==> src/rtl/lir_pkg.sv <==
package lir_pkg;

  localparam int NCORE_DEF = 4;
  localparam int NSRC_DEF  = 4;
  localparam int ADDR_W    = 8;
  localparam int DATA_W    = 32;

  localparam logic [ADDR_W-1:0] OFS_CTRL  = 8'h00;
  localparam logic [ADDR_W-1:0] OFS_PRESC = 8'h08;
  localparam logic [ADDR_W-1:0] OFS_GPU   = 8'h0C;
  localparam logic [ADDR_W-1:0] OFS_PSET  = 8'h10;
  localparam logic [ADDR_W-1:0] OFS_PCLR  = 8'h14;
  localparam logic [ADDR_W-1:0] OFS_TCFG  = 8'h40;
  localparam logic [ADDR_W-1:0] OFS_MCFG  = 8'h50;
  localparam logic [ADDR_W-1:0] OFS_PEND  = 8'h60;

  typedef enum logic [3:0] {
    SEL_NONE,
    SEL_CTRL,
    SEL_PRESC,
    SEL_GPU,
    SEL_PSET,
    SEL_PCLR,
    SEL_TCFG,
    SEL_MCFG,
    SEL_PEND
  } reg_sel_e;

endpackage

==> src/rtl/lir_decode.sv <==
module lir_decode
  import lir_pkg::*;
#(
  parameter int NCORE  = NCORE_DEF,
  parameter int CORE_W = 2
) (
  input  logic [ADDR_W-1:0] addr_i,
  output reg_sel_e          sel_o,
  output logic [CORE_W-1:0] core_o
);

  localparam logic [ADDR_W-1:0] TCFG_END = (ADDR_W)'(int'(OFS_TCFG) + 4*NCORE);
  localparam logic [ADDR_W-1:0] MCFG_END = (ADDR_W)'(int'(OFS_MCFG) + 4*NCORE);
  localparam logic [ADDR_W-1:0] PEND_END = (ADDR_W)'(int'(OFS_PEND) + 4*NCORE);

  always_comb begin
    sel_o  = SEL_NONE;
    core_o = addr_i[2 +: CORE_W];
    if (addr_i[1:0] == 2'b00) begin
      if (addr_i == OFS_CTRL)                               sel_o = SEL_CTRL;
      else if (addr_i == OFS_PRESC)                         sel_o = SEL_PRESC;
      else if (addr_i == OFS_GPU)                           sel_o = SEL_GPU;
      else if (addr_i == OFS_PSET)                          sel_o = SEL_PSET;
      else if (addr_i == OFS_PCLR)                          sel_o = SEL_PCLR;
      else if (addr_i >= OFS_TCFG && addr_i < TCFG_END)     sel_o = SEL_TCFG;
      else if (addr_i >= OFS_MCFG && addr_i < MCFG_END)     sel_o = SEL_MCFG;
      else if (addr_i >= OFS_PEND && addr_i < PEND_END)     sel_o = SEL_PEND;
    end
  end

endmodule

==> src/rtl/lir_regs.sv <==
module lir_regs
  import lir_pkg::*;
#(
  parameter int NCORE  = NCORE_DEF,
  parameter int NSRC   = NSRC_DEF,
  parameter int CORE_W = 2,
  localparam int EN_W  = 2*NSRC,
  localparam int PMU_W = 2*NCORE,
  localparam int GPU_W = 2*CORE_W + 1
) (
  input  logic              clk_i,
  input  logic              rst_ni,
  input  logic              wr_en_i,
  input  reg_sel_e          sel_i,
  input  logic [CORE_W-1:0] core_i,
  input  logic [DATA_W-1:0] wdata_i,
  output logic [DATA_W-1:0] ctrl_o,
  output logic [DATA_W-1:0] presc_o,
  output logic [GPU_W-1:0]  gpu_o,
  output logic [PMU_W-1:0]  pmu_o,
  output logic [EN_W-1:0]   tcfg_o [NCORE],
  output logic [EN_W-1:0]   mcfg_o [NCORE]
);

  logic [DATA_W-1:0] ctrl_q,  ctrl_d;
  logic [DATA_W-1:0] presc_q, presc_d;
  logic [GPU_W-1:0]  gpu_q,   gpu_d;
  logic [PMU_W-1:0]  pmu_q,   pmu_d;
  logic [EN_W-1:0]   tcfg_q [NCORE];
  logic [EN_W-1:0]   tcfg_d [NCORE];
  logic [EN_W-1:0]   mcfg_q [NCORE];
  logic [EN_W-1:0]   mcfg_d [NCORE];
  logic              state_we;

  // a write changes state only when it lands on a writable register
  always_comb begin
    state_we = 1'b0;
    if (wr_en_i) begin
      case (sel_i)
        SEL_CTRL, SEL_PRESC, SEL_GPU, SEL_PSET,
        SEL_PCLR, SEL_TCFG, SEL_MCFG: state_we = 1'b1;
        default:                      state_we = 1'b0;
      endcase
    end
  end

  always_comb begin
    ctrl_d  = ctrl_q;
    presc_d = presc_q;
    gpu_d   = gpu_q;
    pmu_d   = pmu_q;
    tcfg_d  = tcfg_q;
    mcfg_d  = mcfg_q;
    case (sel_i)
      SEL_CTRL:  ctrl_d  = wdata_i;
      SEL_PRESC: presc_d = wdata_i;
      SEL_GPU:   gpu_d   = wdata_i[GPU_W-1:0];
      SEL_PSET:  pmu_d   = pmu_q | wdata_i[PMU_W-1:0];
      SEL_PCLR:  pmu_d   = pmu_q & ~wdata_i[PMU_W-1:0];
      SEL_TCFG:  tcfg_d[core_i] = wdata_i[EN_W-1:0];
      SEL_MCFG:  mcfg_d[core_i] = wdata_i[EN_W-1:0];
      default: ;
    endcase
  end

  always_ff @(posedge clk_i or negedge rst_ni) begin
    if (!rst_ni) begin
      ctrl_q  <= '0;
      presc_q <= '0;
      gpu_q   <= '0;
      pmu_q   <= '0;
      for (int c = 0; c < NCORE; c++) begin
        tcfg_q[c] <= '0;
        mcfg_q[c] <= '0;
      end
    end else if (state_we) begin
      ctrl_q  <= ctrl_d;
      presc_q <= presc_d;
      gpu_q   <= gpu_d;
      pmu_q   <= pmu_d;
      for (int c = 0; c < NCORE; c++) begin
        tcfg_q[c] <= tcfg_d[c];
        mcfg_q[c] <= mcfg_d[c];
      end
    end
  end

  assign ctrl_o  = ctrl_q;
  assign presc_o = presc_q;
  assign gpu_o   = gpu_q;
  assign pmu_o   = pmu_q;
  assign tcfg_o  = tcfg_q;
  assign mcfg_o  = mcfg_q;


  pmu_set_chk: assert property (@(posedge clk_i) disable iff (!rst_ni)
    (wr_en_i && sel_i == SEL_PSET) |=>
      ((pmu_q & $past(wdata_i[PMU_W-1:0])) == $past(wdata_i[PMU_W-1:0])));


  pmu_clr_chk: assert property (@(posedge clk_i) disable iff (!rst_ni)
    (wr_en_i && sel_i == SEL_PCLR) |=>
      ((pmu_q & $past(wdata_i[PMU_W-1:0])) == '0));


  undef_wr_chk: assert property (@(posedge clk_i) disable iff (!rst_ni)
    (wr_en_i && (sel_i == SEL_NONE || sel_i == SEL_PEND)) |=>
      ($stable(ctrl_q) && $stable(presc_q) && $stable(gpu_q) && $stable(pmu_q)));

endmodule

==> src/rtl/lir_core_view.sv <==
module lir_core_view
  import lir_pkg::*;
#(
  parameter int NSRC    = NSRC_DEF,
  parameter bit IS_ROOT = 1'b0,
  localparam int EN_W   = 2*NSRC,
  localparam int PEND_W = 2*NSRC + 4
) (
  input  logic              clk_i,
  input  logic              rst_ni,
  input  logic [NSRC-1:0]   tmr_src_i,
  input  logic [NSRC-1:0]   mbx_src_i,
  input  logic [EN_W-1:0]   tcfg_i,
  input  logic [EN_W-1:0]   mcfg_i,
  input  logic              gpu_src_i,
  input  logic              gpu_irq_sel_i,
  input  logic              gpu_fiq_sel_i,
  input  logic              pmu_src_i,
  input  logic              pmu_irq_en_i,
  input  logic              pmu_fiq_en_i,
  input  logic              axi_src_i,
  input  logic              ltm_src_i,
  output logic [PEND_W-1:0] pend_o,
  output logic              irq_o,
  output logic              fiq_o
);

  localparam int PB_TMR = 0;
  localparam int PB_MBX = NSRC;
  localparam int PB_GPU = 2*NSRC;
  localparam int PB_PMU = 2*NSRC + 1;
  localparam int PB_AXI = 2*NSRC + 2;
  localparam int PB_LTM = 2*NSRC + 3;

  logic [PEND_W-1:0] src_v;
  logic [PEND_W-1:0] irq_en_v;
  logic [PEND_W-1:0] fiq_en_v;

  always_comb begin
    src_v    = '0;
    irq_en_v = '0;
    fiq_en_v = '0;
    src_v[PB_TMR +: NSRC]    = tmr_src_i;
    irq_en_v[PB_TMR +: NSRC] = tcfg_i[NSRC-1:0];
    fiq_en_v[PB_TMR +: NSRC] = tcfg_i[EN_W-1:NSRC];
    src_v[PB_MBX +: NSRC]    = mbx_src_i;
    irq_en_v[PB_MBX +: NSRC] = mcfg_i[NSRC-1:0];
    fiq_en_v[PB_MBX +: NSRC] = mcfg_i[EN_W-1:NSRC];
    src_v[PB_GPU]    = gpu_src_i;
    irq_en_v[PB_GPU] = gpu_irq_sel_i;
    fiq_en_v[PB_GPU] = gpu_fiq_sel_i;
    src_v[PB_PMU]    = pmu_src_i;
    irq_en_v[PB_PMU] = pmu_irq_en_i;
    fiq_en_v[PB_PMU] = pmu_fiq_en_i;
    src_v[PB_AXI]    = axi_src_i;
    irq_en_v[PB_AXI] = IS_ROOT;
    src_v[PB_LTM]    = ltm_src_i;
    irq_en_v[PB_LTM] = IS_ROOT;
  end

  // FIQ takes precedence: a FIQ-enabled source never reaches IRQ
  assign pend_o = src_v & (irq_en_v | fiq_en_v);
  assign fiq_o  = |(pend_o & fiq_en_v);
  assign irq_o  = |(pend_o & ~fiq_en_v);


  line_match_chk: assert property (@(posedge clk_i) disable iff (!rst_ni)
    (irq_o || fiq_o) == (pend_o != '0));


  tcfg_zero_chk: assert property (@(posedge clk_i) disable iff (!rst_ni)
    (tcfg_i == '0) |-> (pend_o[PB_TMR +: NSRC] == '0));


  fiq_only_chk: assert property (@(posedge clk_i) disable iff (!rst_ni)
    ((tcfg_i[NSRC-1:0] & tmr_src_i) != '0 && (tcfg_i[EN_W-1:NSRC] == tcfg_i[NSRC-1:0])
     && mcfg_i == '0 && !gpu_src_i && !pmu_src_i && !axi_src_i && !ltm_src_i)
      |-> (fiq_o && !irq_o));

endmodule

==> src/rtl/lir_router.sv <==
module lir_router
  import lir_pkg::*;
#(
  parameter int NCORE = NCORE_DEF,
  parameter int NSRC  = NSRC_DEF
) (
  input  logic                  clk_i,
  input  logic                  rst_ni,
  input  logic                  req_valid_i,
  input  logic                  req_write_i,
  input  logic [ADDR_W-1:0]     req_addr_i,
  input  logic [DATA_W-1:0]     req_wdata_i,
  output logic [DATA_W-1:0]     rd_data_o,
  input  logic [NCORE*NSRC-1:0] timer_src_i,
  input  logic [NCORE*NSRC-1:0] mbox_src_i,
  input  logic                  gpu_irq_i,
  input  logic [NCORE-1:0]      pmu_src_i,
  input  logic                  axi_irq_i,
  input  logic                  ltimer_irq_i,
  output logic [NCORE-1:0]      irq_o,
  output logic [NCORE-1:0]      fiq_o
);

  localparam int CORE_W = (NCORE > 1) ? $clog2(NCORE) : 1;
  localparam int EN_W   = 2*NSRC;
  localparam int PMU_W  = 2*NCORE;
  localparam int GPU_W  = 2*CORE_W + 1;
  localparam int PEND_W = 2*NSRC + 4;
  localparam int PB_GPU = 2*NSRC;

  // reset: asserted asynchronously, released on the clock
  logic rst_meta_q, rst_sync_q;
  always_ff @(posedge clk_i or negedge rst_ni) begin
    if (!rst_ni) begin
      rst_meta_q <= 1'b0;
      rst_sync_q <= 1'b0;
    end else begin
      rst_meta_q <= 1'b1;
      rst_sync_q <= rst_meta_q;
    end
  end

  reg_sel_e          sel;
  logic [CORE_W-1:0] core_idx;
  logic              wr_en, rd_en;

  assign wr_en = req_valid_i &  req_write_i;
  assign rd_en = req_valid_i & ~req_write_i;

  lir_decode #(.NCORE(NCORE), .CORE_W(CORE_W)) u_decode (
    .addr_i (req_addr_i),
    .sel_o  (sel),
    .core_o (core_idx)
  );

  logic [DATA_W-1:0] ctrl_q, presc_q;
  logic [GPU_W-1:0]  gpu_q;
  logic [PMU_W-1:0]  pmu_q;
  logic [EN_W-1:0]   tcfg_q [NCORE];
  logic [EN_W-1:0]   mcfg_q [NCORE];

  lir_regs #(.NCORE(NCORE), .NSRC(NSRC), .CORE_W(CORE_W)) u_regs (
    .clk_i   (clk_i),
    .rst_ni  (rst_sync_q),
    .wr_en_i (wr_en),
    .sel_i   (sel),
    .core_i  (core_idx),
    .wdata_i (req_wdata_i),
    .ctrl_o  (ctrl_q),
    .presc_o (presc_q),
    .gpu_o   (gpu_q),
    .pmu_o   (pmu_q),
    .tcfg_o  (tcfg_q),
    .mcfg_o  (mcfg_q)
  );

  logic [CORE_W-1:0] gpu_irq_core, gpu_fiq_core;
  logic              gpu_to_fiq;
  assign gpu_irq_core = gpu_q[CORE_W-1:0];
  assign gpu_fiq_core = gpu_q[2*CORE_W-1:CORE_W];
  assign gpu_to_fiq   = gpu_q[2*CORE_W];

  logic [PEND_W-1:0] pend [NCORE];
  logic [NCORE-1:0]  gpu_seen;

  for (genvar c = 0; c < NCORE; c++) begin : g_core
    logic gpu_irq_sel, gpu_fiq_sel;
    assign gpu_irq_sel = !gpu_to_fiq && (gpu_irq_core == CORE_W'(c));
    assign gpu_fiq_sel =  gpu_to_fiq && (gpu_fiq_core == CORE_W'(c));

    lir_core_view #(.NSRC(NSRC), .IS_ROOT(c == 0)) u_view (
      .clk_i         (clk_i),
      .rst_ni        (rst_sync_q),
      .tmr_src_i     (timer_src_i[c*NSRC +: NSRC]),
      .mbx_src_i     (mbox_src_i[c*NSRC +: NSRC]),
      .tcfg_i        (tcfg_q[c]),
      .mcfg_i        (mcfg_q[c]),
      .gpu_src_i     (gpu_irq_i),
      .gpu_irq_sel_i (gpu_irq_sel),
      .gpu_fiq_sel_i (gpu_fiq_sel),
      .pmu_src_i     (pmu_src_i[c]),
      .pmu_irq_en_i  (pmu_q[c]),
      .pmu_fiq_en_i  (pmu_q[NCORE + c]),
      .axi_src_i     (axi_irq_i),
      .ltm_src_i     (ltimer_irq_i),
      .pend_o        (pend[c]),
      .irq_o         (irq_o[c]),
      .fiq_o         (fiq_o[c])
    );

    assign gpu_seen[c] = pend[c][PB_GPU];
  end

  logic [DATA_W-1:0] rd_d, rd_q;

  always_comb begin
    case (sel)
      SEL_CTRL:          rd_d = ctrl_q;
      SEL_PRESC:         rd_d = presc_q;
      SEL_GPU:           rd_d = DATA_W'(gpu_q);
      SEL_PSET, SEL_PCLR: rd_d = DATA_W'(pmu_q);
      SEL_TCFG:          rd_d = DATA_W'(tcfg_q[core_idx]);
      SEL_MCFG:          rd_d = DATA_W'(mcfg_q[core_idx]);
      SEL_PEND:          rd_d = DATA_W'(pend[core_idx]);
      default:           rd_d = '0;
    endcase
  end

  always_ff @(posedge clk_i or negedge rst_sync_q) begin
    if (!rst_sync_q)  rd_q <= '0;
    else if (rd_en)   rd_q <= rd_d;
  end

  assign rd_data_o = rd_q;


  gpu_single_chk: assert property (@(posedge clk_i) disable iff (!rst_sync_q)
    $countones(gpu_seen) <= 1);


  read_quiet_chk: assert property (@(posedge clk_i) disable iff (!rst_sync_q)
    rd_en |=> ($stable(pmu_q) && $stable(gpu_q) && $stable(ctrl_q) && $stable(presc_q)));


  undef_rd_chk: assert property (@(posedge clk_i) disable iff (!rst_sync_q)
    (rd_en && sel == SEL_NONE) |=> (rd_data_o == '0));


  rd_hold_chk: assert property (@(posedge clk_i) disable iff (!rst_sync_q)
    !rd_en |=> $stable(rd_data_o));

endmodule

==> config.mk <==
export PLATFORM = sky130hd
export DESIGN_NAME = lir_router
export DESIGN_NICKNAME = d
export VERILOG_FILES = /design/src/rtl/lir_pkg.sv /design/src/rtl/lir_decode.sv /design/src/rtl/lir_regs.sv /design/src/rtl/lir_core_view.sv /design/src/rtl/lir_router.sv
export SDC_FILE = /design/constraint.sdc
export NUM_CORES = 1
export LEC_CHECK = 0
export BUFFER_PORTS_ARGS = -buffer_cell sky130_fd_sc_hd__buf_2
export CAP_MARGIN = 30
export CORE_MARGIN = 2
export CORE_UTILIZATION = 50
export CTS_CLUSTER_DIAMETER = 200
export DETAILED_ROUTE_END_ITERATION = 7
export GPL_TIMING_DRIVEN = 0
export PLACE_DENSITY = 0.78
export SLEW_MARGIN = 20
export SYNTH_ARGS = -nofsm -noshare
export SYNTH_HDL_FRONTEND = slang
export SYNTH_HIERARCHICAL = 1
export SYNTH_SLANG_ARGS = --single-unit
==> constraint.sdc <==
create_clock -name clk_i -period 16 [get_ports clk_i]
set_input_delay 0.8 -clock clk_i [delete_from_list [all_inputs] [get_ports clk_i]]
set_output_delay 0.8 -clock clk_i [all_outputs]
set_load 0.01 [all_outputs]
==> run metrics <==
post-place setup slack 12.43 ns; Max VDD drop 0.0000690 V; Clock Pin Slew Worst Setup and Hold Paths 0.07 ns; First DRT Iteration DRCs 601; nets 966; area of the multi-input gates 4300 um^2; CTS tree yes; Final WS setup 12.75 ns; Register Area 4380 um^2; Vias/cell 6.20; ys flop type dfrtp_1; Congestion Overflow GR 0; final setup fails 0; Reg2Reg Launch Point u_regs/gpu_o[4]$_DFFE_PN0P_; register area share after synthesis 48.5%; ys async rst share 100%; Post-Syn Area per Cell 12.3 um^2; Worst-Margin Slew 0.796 ns; hold_buf cts 0; Post-Synth Simple-Gate Area 8.66%; global-route wire length before repair 40000 um; area leader, netlist dfrtp_1; chip width 138 um; worst-skew pair later-pin latency 0.43 ns; Fill cells 1491; Crit Path Class reg -> out; final count of pins violating max slew 0; Setup Skew 0.00941 ns; total core area 17800 um^2; CP Launch Type flip-flop; M3 GR Usage 6.27%; post-CTS sizing 0; top-count cell post-synth dfrtp_1; crit share post-route 20.3%; drt wl/cell 22.9 um; crit path capture irq_o[0]; IO buf count 122; Crit path required time 15.20 ns; # IOs 123; proportion of synthesized area in mux cells 25.2%; Worst Hold Class in -> async; GRT met1 Usage 37.4%; # clock sinks 175; flop and latch count out of synthesis 175; ANT nets after route 0; leakage 5.05 nW; post-synth top area share 48.5%; Final Hold Fails 0; pwr dens 91.8 nW/um^2; Critical Path Start u_regs/gpu_o[4]$_DFFE_PN0P_; reg2reg end rd_data_o[8]$_DFFE_PN0P_; Antenna Cells 0; Worst Setup End Kind primary output; CP arrival 2.45 ns; Die Y 138 um; unrepaired setup endpoints after global routing false; f_max 307 MHz; reg-to-reg setup timing slack 13.97 ns; Area contributors post-synth dfrtp_1, mux2_2, mux4_2; vias in the first global route 6959; post-synthesis adder-cell area fraction 0%; Post-route DRC 0; row count 49; largest net degree at the start of global routing 42; Area growth syn-to-layout 17.7%; Post-CTS Setup Bufs 0; Routability Congestion 0.946; max-cap violations 0; worst-case clock buffer depth 2; Unique masters post-synth 60; setup tns final 0 ns; Worst R2R Path Depth 6; GRT met2 Usage 42.6%; Mapped Cells 733; Crit Path Max Fanout 9; HPWL Detailed 19100 um; H-Tree Depth 4; initial antenna violation count 0; CTS Buf Count 17; cell area after synthesis 9030 um^2; Rel. slew slack 46.9%; outcome complete, no violations; most crowded layer after global routing met2; Final min period 3.25 ns; DRT Wirelength 25800 um; DIE AREA 19200 um^2; Root Buffer Master clkbuf_16; drt pass-1 iters 5; gr usage total 27.2%; Initial Util 50.6%; EDFF count, synth 0; YS warnings 6; Synth Area in Compound Gates 13.4%; XOR/XNOR Fraction of Synth Area 0%; share of cells above drive strength 1 40.2%; vias 6973; largest family of logic cells by synthesized area multiplexers; synth cell count leaders dfrtp_1, mux2_2, nand2_1
==> state kept, by name, indices dropped and copies added, names as in the netlist, named ones only <==
signal / cells
u_regs/ctrl_o: 32
u_regs/presc_o: 32
rst_sync_q: 1
rst_meta_q: 1
rd_data_o: 32
u_regs/gpu_o: 5
u_regs/mcfg_o: 32
u_regs/tcfg_o: 32
==> layout make-up <==
cell class	count	share of cell area (%)
multi-input cells	496	40.4
flip-flops and latches	175	41.2
clock buffers	17	4.00
plain buffers	55	3.08
clock inverters	15	1.57
repair buffers	128	6.64
inverters	10	0.353
well taps	229	2.70
==> cell families after synthesis <==
| family | after synthesis |
|---|---|
| buffers and inverters | 65 |
| AOI/OAI and AO/OA | 170 |
| DFF | 175 |
| other | 4 |
| and+or+nand+nor | 145 |
| muxes | 174 |
==> how the worst min path moves through the flow <==
stage	start	to	slack, ns	depth (start not counted)
after global placement	rst_meta_q$_DFF_PN0_	rst_sync_q$_DFF_PN0_	0.33	0
after global routing	rst_ni	rst_sync_q$_DFF_PN0_	0.12	1
final	rst_ni	rst_sync_q$_DFF_PN0_	0.14	1
after CTS	rst_ni	rst_meta_q$_DFF_PN0_	0.12	1
after detailed placement	rst_sync_q$_DFF_PN0_	u_regs/tcfg_o[28]$_DFFE_PN0P_	0.31	0
after floorplan	rst_meta_q$_DFF_PN0_	rst_sync_q$_DFF_PN0_	0.33	0
==> power breakdown <==
group | switching [mW] | internal, mW | total, mW
Clock | 0.202 | 0.210 | 0.412
Combinational | 0.0428 | 0.0399 | 0.0827
Sequential | 0.0145 | 0.466 | 0.480
Total | 0.259 | 0.716 | 0.975
==> metrics by stage <==
step / power, mW / instance area (um^2) / hold WS, ns / utilization [%] / cells
global placement: 0.565 / 9940 / 0.335 / 55.7 / 1087
global route: 1.01 / 10600 / 0.122 / 59.6 / 1125
floorplan: 0.534 / 9040 / 0.331 / - / 736
detailed placement: 0.571 / 10000 / 0.311 / 56.2 / 1091
finish: 0.975 / 10600 / 0.136 / 59.6 / 1125
CTS: 0.980 / 10600 / 0.125 / 59.5 / 1123
==> placed cells by master (no fill, tap or decap), types with 7 or more instances in the layout <==
cell,instances
buf_2,135
nand2_1,75
inv_1,10
dfrtp_1,174
nor2_1,11
o21ai_1,31
buf_4,17
o22ai_1,13
conb_1,7
mux4_2,23
a22oi_1,46
o21a_1,40
mux2_2,133
clkbuf_1,19
clkbuf_16,17
a22o_1,8
mux2i_1,13
nand3b_1,11
==> layer usage <==
layer / up-vias / wire length [um]
met4: 0 / 867
met1: 3476 / 10800
met3: 67 / 2240
li1: 3045 / -
met2: 385 / 11900
met5: - / 0
==> critical path, cell delays in order (launching register included) <==
cell	delay (ns)
dfrtp_1	0.34
clkbuf_1	0.30
nor3b_1	0.43
o221ai_1	0.19
or4_1	0.59
buf_2	0.18
Note: power is estimated with default switching activity, not from simulation.
